===== src/rtl/rrr_pkg.sv =====
package rrr_pkg;

    typedef enum logic [1:0] {
        ST_IDLE  = 2'd0,
        ST_FETCH = 2'd1,
        ST_ADV   = 2'd2,
        ST_CHECK = 2'd3
    } fetch_state_e;

    typedef enum logic [2:0] {
        SEL_START = 3'd0,
        SEL_END   = 3'd1,
        SEL_RDPTR = 3'd2,
        SEL_WRPTR = 3'd3,
        SEL_LOWM  = 3'd4
    } reg_sel_e;

    localparam int unsigned FIELDS = 4;

endpackage


===== src/rtl/rrr_fetch_fsm.sv =====
module rrr_fetch_fsm
    import rrr_pkg::*;
#(
    parameter int unsigned DW = 16
) (
    input  logic            clk,
    input  logic            rst_n,
    input  logic            start_req,
    input  logic            rd_valid,
    input  logic [DW-1:0]   rd_data,
    output logic            rd_req,
    output logic [1:0]      word_idx,
    output logic            busy,
    output logic            pending,
    output logic            load_en,
    output logic [2*DW-1:0] load_ptr,
    output logic [2*DW-1:0] load_cnt,
    output logic            adv_en,
    output logic            check_en
);

    localparam int unsigned LAST_IDX = FIELDS - 1;

    fetch_state_e state_q, state_d;
    logic [DW-1:0] words_q [FIELDS-1];

    // state register
    always_ff @(posedge clk or negedge rst_n) begin
        if (!rst_n) state_q <= ST_IDLE;
        else        state_q <= state_d;
    end

    // next state and outputs
    always_comb begin
        state_d  = state_q;
        rd_req   = 1'b0;
        load_en  = 1'b0;
        adv_en   = 1'b0;
        check_en = 1'b0;
        unique case (state_q)
            ST_IDLE: begin
                if (start_req) state_d = ST_FETCH;
            end
            ST_FETCH: begin
                rd_req = 1'b1;
                if (rd_valid && (word_idx == 2'(LAST_IDX))) begin
                    load_en = 1'b1;
                    state_d = ST_ADV;
                end
            end
            ST_ADV: begin
                adv_en  = 1'b1;
                state_d = ST_CHECK;
            end
            ST_CHECK: begin
                check_en = 1'b1;
                state_d  = (pending || start_req) ? ST_FETCH : ST_IDLE;
            end
            default: state_d = ST_IDLE;
        endcase
    end

    assign busy     = (state_q != ST_IDLE);
    assign load_ptr = {words_q[1], words_q[0]};
    assign load_cnt = {rd_data, words_q[2]};

    // field index and captured words
    always_ff @(posedge clk or negedge rst_n) begin
        if (!rst_n) begin
            word_idx <= '0;
        end else if (state_q != ST_FETCH) begin
            word_idx <= '0;
        end else if (rd_valid) begin
            word_idx <= word_idx + 2'd1;
        end
    end

    generate
        for (genvar g = 0; g < FIELDS - 1; g++) begin : g_word
            always_ff @(posedge clk or negedge rst_n) begin
                if (!rst_n) begin
                    words_q[g] <= '0;
                end else if (state_q == ST_FETCH && rd_valid && word_idx == 2'(g)) begin
                    words_q[g] <= rd_data;
                end
            end
        end
    endgenerate

    // single pending flag for requests during a fetch
    always_ff @(posedge clk or negedge rst_n) begin
        if (!rst_n) begin
            pending <= 1'b0;
        end else if (state_q == ST_CHECK) begin
            pending <= 1'b0;
        end else if (start_req && state_q != ST_IDLE) begin
            pending <= 1'b1;
        end
    end

    p_busy_rise_r6: assert property (@(posedge clk) disable iff (!rst_n)
        (start_req && state_q == ST_IDLE) |=> busy);

    p_pending_held_r9: assert property (@(posedge clk) disable iff (!rst_n)
        pending |-> (state_q != ST_IDLE));

    p_load_then_adv_r2: assert property (@(posedge clk) disable iff (!rst_n)
        load_en |=> (adv_en && !rd_req));

endmodule


===== src/rtl/rrr_ptr_unit.sv =====
module rrr_ptr_unit
    import rrr_pkg::*;
#(
    parameter int unsigned AW = 16
) (
    input  logic          clk,
    input  logic          rst_n,
    input  logic          wide,
    input  logic          wr_en,
    input  reg_sel_e      wr_sel,
    input  logic [AW-1:0] wr_data,
    input  logic [1:0]    word_idx,
    input  logic          adv_en,
    input  logic          check_en,
    input  logic          exh_clr,
    output logic [AW-1:0] rd_addr,
    output logic [AW-1:0] rrp,
    output logic          exhausted
);

    localparam logic [AW-1:0] STEP_NARROW = AW'(2 * FIELDS);
    localparam logic [AW-1:0] STEP_WIDE   = AW'(4 * FIELDS);
    localparam logic [AW-1:0] EVEN_MASK   = ~AW'(1);

    logic [AW-1:0] start_q, end_q, wp_q;
    logic [AW-1:0] step, nxt;

    assign step    = wide ? STEP_WIDE : STEP_NARROW;
    assign nxt     = rrp + step;
    assign rd_addr = rrp + (AW'(word_idx) << (wide ? 2 : 1));

    always_ff @(posedge clk or negedge rst_n) begin
        if (!rst_n) begin
            start_q <= '0;
            end_q   <= '0;
            wp_q    <= '0;
        end else if (wr_en) begin
            unique case (wr_sel)
                SEL_START: start_q <= wr_data & EVEN_MASK;
                SEL_END:   end_q   <= wr_data & EVEN_MASK;
                SEL_WRPTR: wp_q    <= wr_data & EVEN_MASK;
                default: ;
            endcase
        end
    end

    always_ff @(posedge clk or negedge rst_n) begin
        if (!rst_n) begin
            rrp <= '0;
        end else if (adv_en) begin
            rrp <= (nxt == end_q) ? start_q : nxt;
        end else if (wr_en && wr_sel == SEL_RDPTR) begin
            rrp <= wr_data & EVEN_MASK;
        end
    end

    always_ff @(posedge clk or negedge rst_n) begin
        if (!rst_n) begin
            exhausted <= 1'b0;
        end else if (check_en && rrp == wp_q) begin
            exhausted <= 1'b1;
        end else if (exh_clr) begin
            exhausted <= 1'b0;
        end
    end

    p_wrap_r4: assert property (@(posedge clk) disable iff (!rst_n)
        (adv_en && !wr_en && start_q != end_q) |=> (rrp != end_q));

    p_exh_set_r5: assert property (@(posedge clk) disable iff (!rst_n)
        $rose(exhausted) |-> $past(rrp == wp_q));

    p_even_ptr_r11: assert property (@(posedge clk) disable iff (!rst_n)
        (rrp[0] == 1'b0) && (start_q[0] == 1'b0));

endmodule


===== src/rtl/rrr_buf_acct.sv =====
module rrr_buf_acct
    import rrr_pkg::*;
#(
    parameter int unsigned CW        = 32,
    parameter int unsigned LW        = 16,
    parameter int unsigned MW        = 16,
    parameter int unsigned FCS_BYTES = 4,
    parameter logic [MW-1:0] LOWM_RESET = 16'h02F8
) (
    input  logic          clk,
    input  logic          rst_n,
    input  logic          wr_en,
    input  reg_sel_e      wr_sel,
    input  logic [MW-1:0] wr_data,
    input  logic          load_en,
    input  logic [CW-1:0] load_ptr,
    input  logic [CW-1:0] load_cnt,
    input  logic          frame_done,
    input  logic [LW-1:0] frame_len,
    output logic [CW-1:0] buf_ptr,
    output logic [CW-1:0] word_cnt,
    output logic          last_pkt,
    output logic          refill_req
);

    logic [MW-1:0] lowm_q;
    logic [CW-1:0] total, cnt_nxt;
    logic          upd, low_space;

    assign total     = CW'(frame_len) + CW'(FCS_BYTES);
    assign cnt_nxt   = word_cnt - (total >> 1);
    assign upd       = frame_done && !load_en;
    assign low_space = cnt_nxt < CW'(lowm_q);
    assign refill_req = upd && low_space;

    always_ff @(posedge clk or negedge rst_n) begin
        if (!rst_n)                          lowm_q <= LOWM_RESET;
        else if (wr_en && wr_sel == SEL_LOWM) lowm_q <= wr_data;
    end

    always_ff @(posedge clk or negedge rst_n) begin
        if (!rst_n) begin
            buf_ptr  <= '0;
            word_cnt <= '0;
            last_pkt <= 1'b0;
        end else if (load_en) begin
            buf_ptr  <= load_ptr;
            word_cnt <= load_cnt;
        end else if (upd) begin
            buf_ptr  <= buf_ptr + total;
            word_cnt <= cnt_nxt;
            last_pkt <= low_space;
        end
    end

    p_frame_adv_r7: assert property (@(posedge clk) disable iff (!rst_n)
        (frame_done && !load_en) |=>
            (buf_ptr == $past(buf_ptr) + CW'($past(frame_len)) + CW'(FCS_BYTES)));

    p_last_flag_r8: assert property (@(posedge clk) disable iff (!rst_n)
        $rose(last_pkt) |-> $past(frame_done));

endmodule


===== src/rtl/rx_ring_mgr.sv =====
module rx_ring_mgr
    import rrr_pkg::*;
#(
    parameter int unsigned AW = 16,
    parameter int unsigned DW = 16,
    parameter int unsigned LW = 16,
    parameter logic [15:0] LOWM_RESET = 16'h02F8
) (
    input  logic            clk,
    input  logic            rst_n,
    input  logic            cfg_wide,
    input  logic            wr_en,
    input  logic [2:0]      wr_sel,
    input  logic [15:0]     wr_data,
    input  logic            fetch_req,
    input  logic            exh_clr,
    output logic            rd_req,
    output logic [AW-1:0]   rd_addr,
    input  logic            rd_valid,
    input  logic [DW-1:0]   rd_data,
    input  logic            frame_done,
    input  logic [LW-1:0]   frame_len,
    output logic [2*DW-1:0] buf_ptr,
    output logic [2*DW-1:0] word_cnt,
    output logic [AW-1:0]   rd_ptr,
    output logic            fetch_busy,
    output logic            exhausted,
    output logic            last_pkt,
    output logic            can_accept
);

    localparam int unsigned CW = 2 * DW;

    reg_sel_e        sel;
    logic            refill_req, start_req, pending;
    logic            load_en, adv_en, check_en;
    logic [1:0]      word_idx;
    logic [CW-1:0]   load_ptr, load_cnt;

    assign sel        = reg_sel_e'(wr_sel);
    assign start_req  = fetch_req | exh_clr | refill_req;
    assign can_accept = !exhausted;

    rrr_fetch_fsm #(.DW(DW)) u_fsm (
        .clk       (clk),
        .rst_n     (rst_n),
        .start_req (start_req),
        .rd_valid  (rd_valid),
        .rd_data   (rd_data),
        .rd_req    (rd_req),
        .word_idx  (word_idx),
        .busy      (fetch_busy),
        .pending   (pending),
        .load_en   (load_en),
        .load_ptr  (load_ptr),
        .load_cnt  (load_cnt),
        .adv_en    (adv_en),
        .check_en  (check_en)
    );

    rrr_ptr_unit #(.AW(AW)) u_ptr (
        .clk       (clk),
        .rst_n     (rst_n),
        .wide      (cfg_wide),
        .wr_en     (wr_en),
        .wr_sel    (sel),
        .wr_data   (AW'(wr_data)),
        .word_idx  (word_idx),
        .adv_en    (adv_en),
        .check_en  (check_en),
        .exh_clr   (exh_clr),
        .rd_addr   (rd_addr),
        .rrp       (rd_ptr),
        .exhausted (exhausted)
    );

    rrr_buf_acct #(
        .CW         (CW),
        .LW         (LW),
        .MW         (16),
        .LOWM_RESET (LOWM_RESET)
    ) u_acct (
        .clk        (clk),
        .rst_n      (rst_n),
        .wr_en      (wr_en),
        .wr_sel     (sel),
        .wr_data    (wr_data),
        .load_en    (load_en),
        .load_ptr   (load_ptr),
        .load_cnt   (load_cnt),
        .frame_done (frame_done),
        .frame_len  (frame_len),
        .buf_ptr    (buf_ptr),
        .word_cnt   (word_cnt),
        .last_pkt   (last_pkt),
        .refill_req (refill_req)
    );

    p_refill_start_r8: assert property (@(posedge clk) disable iff (!rst_n)
        (refill_req && !fetch_busy) |=> fetch_busy);

    p_clr_fetch_r10: assert property (@(posedge clk) disable iff (!rst_n)
        exh_clr |=> (fetch_busy && !$past(check_en) -> !exhausted));

    p_busy_drop_r6: assert property (@(posedge clk) disable iff (!rst_n)
        $fell(fetch_busy) |-> $past(check_en) && !$past(pending));

endmodule


===== config.mk =====
export PLATFORM = sky130hd
export DESIGN_NAME = rx_ring_mgr
export DESIGN_NICKNAME = d
export VERILOG_FILES = /design/src/rtl/rrr_pkg.sv /design/src/rtl/rrr_fetch_fsm.sv /design/src/rtl/rrr_ptr_unit.sv /design/src/rtl/rrr_buf_acct.sv /design/src/rtl/rx_ring_mgr.sv
export SDC_FILE = /design/constraint.sdc
export NUM_CORES = 1
export LEC_CHECK = 0
export ABC_AREA = 1
export BUFFER_PORTS_ARGS = -buffer_cell sky130_fd_sc_hd__buf_2
export CORE_MARGIN = 2
export CORE_UTILIZATION = 30
export DETAILED_ROUTE_END_ITERATION = 7
export GPL_TIMING_DRIVEN = 0
export MAX_ROUTING_LAYER = met4
export PLACE_DENSITY_LB_ADDON = 0.25
export SLEW_MARGIN = 40
export SYNTH_ARGS = -nofsm -noshare
export SYNTH_HDL_FRONTEND = slang
export SYNTH_SLANG_ARGS = --single-unit

===== constraint.sdc =====
create_clock -name clk -period 4.6 [get_ports clk]
set_clock_uncertainty 0.2 [all_clocks]
set_input_delay 0.69 -clock clk [delete_from_list [all_inputs] [get_ports clk]]
set_output_delay 0.69 -clock clk [all_outputs]
set_load 0.005 [all_outputs]

==> flow_metrics.tcl <==
set metrics [dict create \
    rrSetupSlack_ns 0.79 \
    crit_type "in2reg" \
    vias 12120 \
    reg2reg_from "u_acct.word_cnt[0]$_DFFE_PN0P_" \
    nFillCells 4325 \
    dp_slack_ns -1.107 \
    initial_core_util_pct 30.57 \
    slowest_delay_ns 0.27 \
    crit_fanout 4 \
    worstHoldStart "exh_clr" \
    grt_pass1_vias 11700 \
    drt-vias-per-instance 4.955 \
    timing.final.crit_share_pct 95.53 \
    die_height_um 208.4 \
    cts.clk_slew.worst_paths_ns 0.07 \
    cts_root_buf "clkbuf_16" \
    ys_seq_area_share_pct 38.98 \
    core_area_um2 41020 \
    cp-start-kind "primary input" \
    synthToLayoutAreaGrowth_pct 21.91 \
    drtPass1Iterations 5 \
    arrival_ns 4.55 \
    cts_made_buffers 17 \
    p_seq_share_pct 30.0 \
    grt.total_usage_pct 21.56 \
    cp_common_cell "nand2_1" \
    synth-seq-cells 195 \
    yosysUniqueCellTypes 47 \
    ys_warn_count 0 \
    dieArea_um2 43450 \
    synth_edf_count 0 \
    final_nets 2028 \
    hold_violations 0 \
    swShare_pct 46.70 \
    io_pins 160 \
    synth.top_cell.area_share_pct 37.72 \
    vdd_drop_max_mv 0.3040 \
    drv_slew 0 \
    endpoint_kind "flip-flop" \
    p_per_area_nw_per_um2 628.8 \
    min_path_type "in2reg" \
    drt-total-wl_um 45080 \
    place.gp.congestion 0.9219 \
    grt_first_pass_wirelength_um 69580 \
    reg2regPathDepth 25 \
    grt_max_degree 71 \
    placed_area_um2 14060 \
    grt-ovfl-total 0 \
    insertion_delay_ns 0.47 \
    htree_levels 4 \
    p_leak_nw 7.504 \
    clockPowerShare_pct 15.8 \
    synthesis.area_um2 12540 \
    hpwlAfterDp_um 35340 \
    cts.sinks 195 \
    clk_path_buf_depth 2 \
    p_total_w 0.009611 \
    drc 0 \
    antenna_found_initial 0 \
    ant_nets 0 \
    tightest_slew_ns 0.8411 \
    drive_gt1_share_pct 17.71 \
    async_reset_ff_share_pct 100.0 \
    fmax_mhz 227.6 \
    slew-limit-headroom_pct 43.93 \
    fin_area_um2 15290 \
    whs_path_depth 2 \
    setup_violations 0 \
    avgSynthCellArea_um2 7.410 \
    p_switching_w 0.004488 \
    final_cell_mix "nand2_1 (502), inv_1 (210), dfrtp_1 (189)" \
    synth_ff_type "dfrtp_1" \
    cp.required_ns 4.75 \
    whs_endpoint "u_ptr.exhausted$_DFFE_PN0P_" \
    die_w_um 208.4 \
    min_period_ns 4.394 \
    layout_commonest_cell "nand2_1" \
    setup-tns-final_ns 0 \
    finalWorstSetupSlack_ns 0.2057 \
    cts_tree "done" \
    synth_top_area_cell "dfrtp_1" \
    first_iter_violations 1078 \
    cp_slowest_cell "xor2_4" \
    port_buffers 157 \
    synthTopCellsByArea "dfrtp_1 (38%), nand2_1 (15%), inv_1 (6.5%)" \
    rows 74 \
    r2r_end "u_fsm.state_q[0]$_DFFE_PN0P_" \
    power.internal_w 0.005123 \
    netlist_instances 1692 \
    wire_per_inst_um 18.43 \
    antenna_cells 0 \
    fin_util_pct 37.27 \
    combPwrFrac_pct 54.2 \
    drv_cap 0 \
    status "finished clean" \
]
## area by class of cell
type / instances / area, um^2 / share of cell area (%)
repair buffers: 188 / 1086 / 7.105
well taps: 532 / 665.6 / 4.355
flip-flops and latches: 195 / 4887 / 31.97
clock buffers: 17 / 425.4 / 2.783
clock inverters: 15 / 140.1 / 0.9168
multi-input cells: 1217 / 6998 / 45.78
plain buffers: 51 / 215.2 / 1.408
inverters: 231 / 868.3 / 5.681
## through the flow
stage,hold slack (ns),instances
2_1_floorplan,0.1944,1694
3_3_place_gp,0.2661,2383
3_5_place_dp,0.2661,2385
4_1_cts,0.2030,2437
5_1_grt,0.2432,2446
6_report,0.2289,2446
## worst max path at each step
stage / endpoint / startpoint / slack [ns]
CTS: u_fsm.state_q[0]$_DFFE_PN0P_ / frame_len[2] / 0.007
finish: u_fsm.state_q[0]$_DFFE_PN0P_ / frame_len[3] / 0.21
floorplan: u_fsm.state_q[0]$_DFFE_PN0P_ / frame_len[2] / 0.20
global placement: u_fsm.state_q[0]$_DFFE_PN0P_ / frame_len[2] / -1.02
detailed placement: u_fsm.state_q[0]$_DFFE_PN0P_ / frame_len[2] / -1.11
global route: u_fsm.state_q[0]$_DFFE_PN0P_ / frame_len[3] / -0.02
## Yosys cell counts, drive strengths merged, types with 5 or more instances
cell type  count
o21ai        141
inv          230
o211ai        21
clkbuf        42
xnor2         28
or2            5
xor2          64
dfrtp        189
nand4         13
nor2          94
a21oi         61
o221ai        21
nand3        117
nand2        516
dfstp          6
ha            64
buf            9
nor3          27
a22oi         13
## critical path: cells and delay by family
kind            cells  cell delay, ns
simple gates       23            2.26
fa+ha+maj           3            0.66
xor+xnor            2            0.43
compound gates      1            0.09
buf+inv             5            0.39
## metal layers
layer | GRT usage [%] | wire, um
met1 | 29.88 | 21690
met4 | 5.780 | 770
met2 | 32.44 | 20000
met5 | - | 0
met3 | 3.683 | 2615
## power groups by stage
stage / clock, W / combinational (W) / sequential (W)
after floorplan: 0 / 0.00320 / 0.00276
after global placement: 0 / 0.00463 / 0.00288
after detailed placement: 0 / 0.00469 / 0.00290
after CTS: 0.00154 / 0.00495 / 0.00288
after global routing: 0.00160 / 0.00585 / 0.00297
final: 0.00152 / 0.00521 / 0.00289
## kinds of logic after synthesis
group	synth area share [%]
xor+xnor	6.606
flops	38.98
simple gates	25.81
fa+ha+maj	7.025
compound gates	12.81
other cells	0.05990
mux	0.08981
buf+inv	8.622
## flip-flops by register name, indices dropped and copies added (netlist names)
signal / cells
u_fsm.word_idx: 2
u_acct.buf_ptr: 32
u_acct.last_pkt: 1
u_ptr.exhausted: 1
u_fsm.load_ptr: 32
u_ptr.rrp: 15
u_ptr.end_q: 15
u_acct.lowm_q: 16
u_fsm.load_cnt: 16
u_ptr.wp_q: 15
u_acct.word_cnt: 32
u_ptr.start_q: 15
u_fsm.pending: 1
u_fsm.state_q: 2
## repair_timing
item	CTS	global route
resized for setup	40	50
hold buffers	1	0
buffers inserted	19	11
setup endpoints to repair	4	6
endpoints found under the hold margin	55	0
pin swaps	25	31
Power figures use the tool's default switching activity.
